File: src/rtl/bcu_pkg.sv
package bcu_pkg;
  typedef enum logic [1:0] {
    K_NONE = 2'b00,
    K_COND = 2'b01,
    K_JUMP = 2'b10,
    K_RSVD = 2'b11
  } br_kind_e;
endpackage

File: src/rtl/bcu_cond.sv
module bcu_cond #(
  parameter int DATA_W = 32,
  parameter int SEL_W  = $clog2(DATA_W)
) (
  input  logic [1:0]        kind_i,
  input  logic [DATA_W-1:0] src_i,
  input  logic [SEL_W-1:0]  sel_i,
  input  logic              bit_mode_i,
  input  logic              pol_i,
  output logic              hit_o
);
  import bcu_pkg::*;
  localparam int PAD_W = DATA_W - SEL_W;

  logic eq_imm, bit_set, raw;

  assign eq_imm  = (src_i == {{PAD_W{1'b0}}, sel_i});
  assign bit_set = src_i[sel_i];
  assign raw     = bit_mode_i ? bit_set : eq_imm;

  always_comb begin
    unique case (br_kind_e'(kind_i))
      K_COND:  hit_o = (raw == pol_i);
      K_JUMP:  hit_o = 1'b1;
      default: hit_o = 1'b0;
    endcase
  end
endmodule

File: src/rtl/bcu_tgt.sv
module bcu_tgt #(
  parameter int PC_W  = 16,
  parameter int OFF_W = 16
) (
  input  logic [PC_W-1:0]  pc_i,
  input  logic [OFF_W-1:0] off_i,
  output logic [PC_W-1:0]  tgt_o,
  output logic [PC_W-1:0]  seq_o
);
  logic [PC_W-1:0] off_ext;

  generate
    if (OFF_W >= PC_W) begin : g_trunc
      assign off_ext = off_i[PC_W-1:0];
    end else begin : g_sext
      assign off_ext = {{(PC_W-OFF_W){off_i[OFF_W-1]}}, off_i};
    end
  endgenerate

  assign tgt_o = pc_i + off_ext;
  assign seq_o = pc_i + PC_W'(1);
endmodule

File: src/rtl/bcu_npc.sv
module bcu_npc #(
  parameter int PC_W   = 16,
  parameter int DATA_W = 32,
  parameter int OFF_W  = 16,
  parameter int SEL_W  = $clog2(DATA_W)
) (
  input  logic              clk_i,
  input  logic              rst_ni,
  input  logic              adv_i,
  input  logic [1:0]        kind_i,
  input  logic [DATA_W-1:0] src_i,
  input  logic [SEL_W-1:0]  sel_i,
  input  logic              bit_mode_i,
  input  logic              pol_i,
  input  logic [OFF_W-1:0]  off_i,
  output logic [PC_W-1:0]   pc_o,
  output logic              slot_o,
  output logic              taken_o
);
  logic [PC_W-1:0] pc_q, tgt_q, tgt_d, seq_d;
  logic            pend_q, hit;

  bcu_cond #(.DATA_W(DATA_W), .SEL_W(SEL_W)) u_cond (
    .kind_i(kind_i), .src_i(src_i), .sel_i(sel_i),
    .bit_mode_i(bit_mode_i), .pol_i(pol_i), .hit_o(hit)
  );

  bcu_tgt #(.PC_W(PC_W), .OFF_W(OFF_W)) u_tgt (
    .pc_i(pc_q), .off_i(off_i), .tgt_o(tgt_d), .seq_o(seq_d)
  );

  // a branch sitting in a delay slot is squashed
  assign taken_o = hit & ~pend_q;

  always_ff @(posedge clk_i or negedge rst_ni) begin
    if (!rst_ni) begin
      pc_q   <= '0;
      tgt_q  <= '0;
      pend_q <= 1'b0;
    end else if (adv_i) begin
      if (pend_q) begin
        pc_q   <= tgt_q;
        pend_q <= 1'b0;
      end else begin
        pc_q   <= seq_d;
        pend_q <= taken_o;
        if (taken_o) tgt_q <= tgt_d;
      end
    end
  end

  assign pc_o   = pc_q;
  assign slot_o = pend_q;

  a_r8_no_slot_branch: assert property (@(posedge clk_i) disable iff (!rst_ni)
    slot_o |-> !taken_o);
  a_r7_enter_slot: assert property (@(posedge clk_i) disable iff (!rst_ni)
    (adv_i && taken_o) |=> (slot_o && pc_o == $past(pc_o) + PC_W'(1)));
  a_r7_single_slot: assert property (@(posedge clk_i) disable iff (!rst_ni)
    (adv_i && slot_o) |=> !slot_o);
  a_r3_hold: assert property (@(posedge clk_i) disable iff (!rst_ni)
    !adv_i |=> ($stable(pc_o) && $stable(slot_o)));
  a_r2_seq: assert property (@(posedge clk_i) disable iff (!rst_ni)
    (adv_i && !slot_o && !taken_o) |=> (!slot_o && pc_o == $past(pc_o) + PC_W'(1)));
endmodule

File: config.mk
export PLATFORM = sky130hd
export DESIGN_NAME = bcu_npc
export DESIGN_NICKNAME = d
export VERILOG_FILES = /design/src/rtl/bcu_pkg.sv /design/src/rtl/bcu_cond.sv /design/src/rtl/bcu_tgt.sv /design/src/rtl/bcu_npc.sv
export SDC_FILE = /design/constraint.sdc
export NUM_CORES = 1
export LEC_CHECK = 0
export CAP_MARGIN = 30
export CORE_ASPECT_RATIO = 1.4
export CORE_MARGIN = 5
export CORE_UTILIZATION = 52
export CTS_CLUSTER_SIZE = 20
export DETAILED_ROUTE_END_ITERATION = 6
export PLACE_DENSITY_LB_ADDON = 0.2
export SLEW_MARGIN = 20
export SYNTH_ARGS = -nofsm -noshare
export SYNTH_HDL_FRONTEND = slang
export SYNTH_SLANG_ARGS = --single-unit
File: constraint.sdc
create_clock -name clk_i -period 14.6 [get_ports clk_i]
set_input_delay 4.38 -clock clk_i [delete_from_list [all_inputs] [get_ports clk_i]]
set_output_delay 4.38 -clock clk_i [all_outputs]
set_load 0.02 [all_outputs]
==> results of run 1 <==
-- path summary, 6_finish.rpt --
kind	to	startpoint	cells after the start	slack (ns)
min	tgt_q[1]	tgt_q[1]	2	0.52
min reg2reg	tgt_q[1]	tgt_q[1]	2	0.52
max	taken_o	sel_i[1]	7	2.70
max in group asynchronous	tgt_q[6]	rst_ni	2	9.79
max reg2reg	tgt_q[14]	pc_o[0]	10	11.65
min in group asynchronous	tgt_q[10]	rst_ni	2	4.49
-- layer usage --
layer	GRT usage (%)	routed length (um)	vias up
li1	-	-	1282
met1	24.8	2800	1255
met2	41.4	3850	96
met3	3.66	376	10
met4	8.31	118	0
met5	0	0	-
-- cell usage in the layout (no fill, tap or decap), types with 2 or more instances in the layout --
master | synthesis | layout
clkdlybuf4s50_1 | 0 | 77
a21oi_1 | 34 | 34
dfrtp_1 | 33 | 33
nor2_1 | 22 | 22
nand2_1 | 22 | 22
o21ai_0 | 19 | 19
ha_1 | 18 | 18
xnor2_1 | 16 | 16
nand3_1 | 15 | 15
inv_1 | 12 | 12
mux4_2 | 10 | 10
mux2_2 | 10 | 10
nor4_1 | 9 | 9
o22ai_1 | 8 | 8
nand4_1 | 6 | 6
nor3_1 | 6 | 6
and3_1 | 5 | 5
clkbuf_8 | 0 | 5
mux2_4 | 4 | 4
or3_1 | 4 | 4
mux2i_1 | 3 | 3
a21o_1 | 3 | 3
a31oi_1 | 3 | 3
nand3b_1 | 2 | 2
nor2b_1 | 2 | 2
a22oi_1 | 2 | 2
a31o_2 | 2 | 2
a211oi_1 | 2 | 2
clkinv_2 | 0 | 2
-- cells by family after synthesis --
| logic type | share of synthesized area [%] |
|---|---|
| muxes | 15.6 |
| adders and majority gates | 8.95 |
| DFF | 30.2 |
| AOI/OAI and AO/OA | 18.0 |
| buffers and inverters | 3.97 |
| xor gates and xnor gates | 5.44 |
| and+or+nand+nor | 17.8 |
-- sequential cells by signal, indices dropped and copies added (netlist names) --
signal	count
pc_o	16
slot_o	1
tgt_q	16
-- layout make-up --
type,instances,share of cell area [%]
multi-input combinational,243,49.6
clock inverter,2,0.275
tap,66,2.27
inverter,13,1.34
sequential,33,22.7
clock buffer,6,2.00
timing repair buffer,79,21.8
-- stage by stage --
step	instances	power, mW	setup slack, ns	utilization [%]	hold WS, ns
after detailed placement	433	0.525	2.66	68.6	0.503
final	442	0.593	2.70	70.5	0.518
after floorplan	301	0.410	3.84	-	0.475
after global routing	442	0.644	2.54	70.5	0.524
after global placement	433	0.514	2.71	68.6	0.491
after CTS	441	0.594	2.66	70.2	0.517
-- power by group through the flow --
stage | clock (mW) | combinational (mW) | sequential [mW]
4_1_cts | 0.0677 | 0.343 | 0.183
6_report | 0.0661 | 0.344 | 0.183
3_5_place_dp | 0 | 0.341 | 0.184
5_1_grt | 0.0715 | 0.382 | 0.191
3_3_place_gp | 0 | 0.332 | 0.182
2_1_floorplan | 0 | 0.217 | 0.192
-- critical path, delay by kind of cell --
family / cells / cell delay, ns
buffers and inverters: 2 / 1.42
multiplexers: 2 / 1.04
AND/OR/NAND/NOR: 2 / 0.50
AO/OA/AOI/OAI: 1 / 0.19
==> metrics.md, run 1 <==
| Metric | Value |
|---|---|
| Run status | `finished clean` |
| Synth Cell Area | `2740 um2` |
| Crit. End Element | `output port` |
| Sw power | `0.253 mW` |
| LEAKAGE | `1.47 nW` |
| Final instance area | `3640 um2` |
| Yosys cell types | `46` |
| Io pins | `78` |
| Antenna fix cells | `0` |
| RSZ-0062 raised after global routing | `no` |
| Max-slew violation count | `0` |
| Placed Area | `3540 um2` |
| Total gr overflow | `0` |
| Critical Path Source Type | `input pin` |
| Clock root buffer | `clkbuf_8` |
| Synth cell count leaders | `a21oi_1 (34), dfrtp_1 (33), nand2_1 (22), nor2_1 (22), o21ai_0 (19)` |
| Maximum vdd drop | `just under 0.1 mV` |
| Clk_lat worst skew | `0.29 ns` |
| Clock sinks | `33` |
| Part of the power in registers | `30.9%` |
| # port buffers | `between 70 and 80` |
| Layout Skew | `0.00746 ns` |
| Fill cells | `416` |
| Core Region | `5160 um2` |
| Setup TNS | `0 ns` |
| Critical Path RT | `between 10 and 15 ns` |
| Synth Register Bits | `33` |
| Post-synth EDFFs | `0` |
| Arrival time at the worst endpoint | `approximately 7.5 ns` |
| Die Width | `71.3 um` |
| Num CTS Buffers | `5` |
| Final net count | `454` |
| Combinational share of power | `58.0%` |
| Number of failing hold endpoints at the final stage | `0` |
| Clock network power share | `11.1%` |
| Initial DRC Count | `156` |
| Slowest stage cell, crit path | `clkdlybuf4s50_1` |
| Max-Cap Viols | `0` |
| FF+latch area | `826 um2` |
| Top post-synthesis cells by area | `dfrtp_1 (30%), ha_1 (8.2%), mux4_2 (8.2%), a21oi_1 (6.2%), xnor2_1 (5.1%)` |
| Switching Share | `42.6%` |
| Fmax | `84.0 MHz` |
| Cell count after synthesis | `301` |
| Total GRT Usage | `approximately 22%` |
| Critical path, cell by cell | `clkdlybuf4s50_1 > mux4_2 > mux4_2 > a22oi_2 > or3b_4 > nand3_1 > clkdlybuf4s50_1` |
| Register area share after synthesis | `a little under a third` |
| Full die area | `6840 um2` |
| Share of the synthesized area in the top cell type | `approximately 30%` |
| CP peak stage delay | `0.81 ns` |
| Final setup fails | `0` |
| H-tree depth | `2` |
| Power per cell area | `approximately 160 nW/um2` |
| Row cnt | `31` |
| Initial core utilization | `53.1%` |
| Clk slew on worst S/H paths | `around 0.06 ns` |
| Drt via density | `5.98` |
| Actual slew at the worst max-slew pin | `0.739 ns` |
| Crit path time final | `approximately 12 ns` |
| Crit Path Category | `input pin to output port` |
| Mapped Nets | `380` |
| WL/cell | `16.2 um` |
| Largest net degree at the start of global routing | `34` |
| Tightest Hold Check Type | `register to register` |
| GP Congestion | `0.889` |
| Area of the multi-input gates | `1800 um2` |
| Tcrit/Tclk final | `81.5%` |
| Yosys warning count | `0` |
| Int Power | `0.340 mW` |
| CTS tree | `done` |
| Post-CTS sizing | `0` |
| Syn Area/Cell | `slightly above 9 um2` |
| Die Y | `95.9 um` |
| DP HPWL | `5720 um` |
| Most frequent cell after synthesis | `a21oi_1` |
| Predominant post-synthesis flop cell | `dfrtp_1` |
| Area grow syn2layout | `32.8%` |
| Fraction of final layout cells with drive strength greater than 1 | `10.1%` |
| Initial antenna violation count | `0` |
| Via count | `2643` |
| Hold buffer count at CTS | `0` |
| Clock buffer depth | `2` |
| Vias in the first global route | `2780` |
| Post-synth ARST share | `100%` |
| Worst slew margin | `50.7%` |
| Antenna violation net count after detailed routing | `0` |
| DRC Markers | `0` |
| Crit Path Max Fanout | `9` |
| Leading area contributor after synthesis | `dfrtp_1` |
| Drt total wl | `approximately 7100 um` |
| Setup Fix Bufs, Post-CTS | `0` |
| First-pass GRT wire length | `12100 um` |
| 1st-pass router iterations | `4` |
No activity file was read; power rests on OpenSTA's default activity.
==> run 2, diff against run 1 <==
--- a/config.mk
+++ b/config.mk
@@ -8,7 +8,7 @@
 export CAP_MARGIN = 30
 export CORE_ASPECT_RATIO = 1.4
 export CORE_MARGIN = 5
-export CORE_UTILIZATION = 52
+export CORE_UTILIZATION = 44
 export CTS_CLUSTER_SIZE = 20
 export DETAILED_ROUTE_END_ITERATION = 6
 export PLACE_DENSITY_LB_ADDON = 0.2
==> constraint.sdc (replaced) <==
create_clock -name clk_i -period 10 [get_ports clk_i]
set_input_delay 3 -clock clk_i [delete_from_list [all_inputs] [get_ports clk_i]]
set_output_delay 3 -clock clk_i [all_outputs]
set_load 0.02 [all_outputs]
==> metrics.md, run 2 (synthesized netlist as in run 1, its figures left out) <==
| Metric | Value |
|---|---|
| Total gr overflow | `0` |
| # port buffers | `77` |
| Area grow syn2layout | `34.3%` |
| Antenna violation net count after detailed routing | `0` |
| GP Congestion | `0.893` |
| Clock root buffer | `clkbuf_8` |
| Switching Share | `40.6%` |
| Via count | `2618` |
| Combinational share of power | `55.7%` |
| DP HPWL | `5540 um` |
| Placed Area | `~3500 um2` |
| Crit Path Max Fanout | `9` |
| Fill cells | `~550` |
| Maximum vdd drop | `0.122 mV` |
| Worst slew margin | `roughly 51%` |
| Actual slew at the worst max-slew pin | `0.742 ns` |
| Io pins | `78` |
| Arrival time at the worst endpoint | `6.17 ns` |
| First-pass GRT wire length | `between 10000 and 15000 um` |
| Commonest non-fill, non-tap cell in the layout | `clkdlybuf4s50_1` |
| Most frequent cells in the layout | `clkdlybuf4s50_1 (77), a21oi_1 (34), dfrtp_1 (33), nor2_1 (22), nand2_1 (22)` |
| Initial DRC Count | `96` |
| RSZ-0062 raised after global routing | `no` |
| Largest net degree at the start of global routing | `34` |
| Critical Path Source Type | `input pin` |
| Num CTS Buffers | `5` |
| DRC Markers | `0` |
| Hold WS | `0.509 ns` |
| Sw power | `0.361 mW` |
| Full die area | `7920 um2` |
| Area of the multi-input gates | `1800 um2` |
| Power per cell area | `242 nW/um2` |
| Fmax | `109 MHz` |
| Clock buffer depth | `2` |
| 1st-pass router iterations | `4` |
| CTS tree | `done` |
| Initial core utilization | `44.7%` |
| Die Y | `a little over 100 um` |
| Reg2reg setup slack | `7.09 ns` |
| Run status | `finished clean` |
| Max-Cap Viols | `0` |
| Tcrit/Tclk final | `~90%` |
| Core Util, Final | `about three fifths` |
| Clock sinks | `33` |
| WL/cell | `roughly 15 um` |
| Post-CTS sizing | `0` |
| Antenna fix cells | `0` |
| Clk slew on worst S/H paths | `0.07 ns` |
| Critical Path RT | `around 7.0 ns` |
| Hold buffer count at CTS | `0` |
| Setup Fix Bufs, Post-CTS | `0` |
| Crit. End Element | `output port` |
| Fraction of final layout cells with drive strength greater than 1 | `around a tenth` |
| Number of failing hold endpoints at the final stage | `0` |
| Clk_lat worst skew | `0.28 ns` |
| Final net count | `454` |
| Max-slew violation count | `0` |
| Die Width | `76.7 um` |
| Drt total wl | `roughly 6900 um` |
| LEAKAGE | `1.48 nW` |
| FF+latch area | `826 um2` |
| Final setup fails | `0` |
| Final instance area | `3680 um2` |
| Int Power | `0.529 mW` |
| Vias in the first global route | `between 2000 and 3000` |
| Total GRT Usage | `17.4%` |
| Drt via density | `5.84` |
| Tightest Hold Check Type | `register to register` |
| Part of the power in registers | `29.9%` |
| Layout Skew | `0.00649 ns` |
| Clock network power share | `between 10 and 15%` |
| Setup TNS | `0 ns` |
| H-tree depth | `2` |
| Crit path time final | `9.17 ns` |
| Core Region | `6130 um2` |
| Crit Path Category | `input pin to output port` |
| Row cnt | `34` |
| Initial antenna violation count | `0` |
## run 2: worst paths after layout
| kind | startpoint | endpoint | cells after the start |
|---|---|---|---|
| hold reg to reg | tgt_q[5] | tgt_q[5] | 1 |
| max in group asynchronous | rst_ni | pc_o[11] | 2 |
| hold / removal | tgt_q[5] | tgt_q[5] | 1 |
| setup / recovery | sel_i[1] | taken_o | 7 |
| setup reg to reg | pc_o[0] | tgt_q[14] | 10 |
| min in group asynchronous | rst_ni | tgt_q[7] | 2 |
## run 2: worst max-delay path, stage by stage
cell,delay (ns)
clkdlybuf4s50_1,0.81
mux4_2,0.57
mux4_2,0.49
a22oi_2,0.18
or3b_4,0.42
nand3_1,0.08
clkdlybuf4s50_1,0.61
## run 2: area by class of cell
type	count	area share [%]
clock inverter	1	0.816
tap	72	2.45
multi-input combinational	243	49.0
timing repair buffer	79	21.6
inverter	13	1.33
sequential	33	22.4
clock buffer	7	2.35
## run 2: power by group through the flow
stage	combinational (mW)	clock (mW)	sequential, mW
floorplan	0.317	0	0.281
global placement	0.488	0	0.267
detailed placement	0.495	0	0.269
CTS	0.499	0.131	0.267
global route	0.551	0.137	0.277
finish	0.496	0.128	0.267
## run 2: through the flow
stage	std cells	setup slack [ns]	power (mW)
after detailed placement	439	0.796	0.765
after CTS	447	0.796	0.898
after global placement	439	0.857	0.755
after global routing	448	0.668	0.965
final	448	0.834	0.891
after floorplan	301	2.00	0.598
## run 2: routing by layer
| layer | up-vias | GRT usage, % | part of all wire [%] |
|---|---|---|---|
| li1 | 1280 | - | - |
| met1 | 1250 | 18.9 | 39 |
| met2 | 71 | 33.2 | 54 |
| met3 | 17 | 3.38 | 4.9 |
| met4 | 0 | 7.00 | 2.3 |
| met5 | - | 0 | 0 |
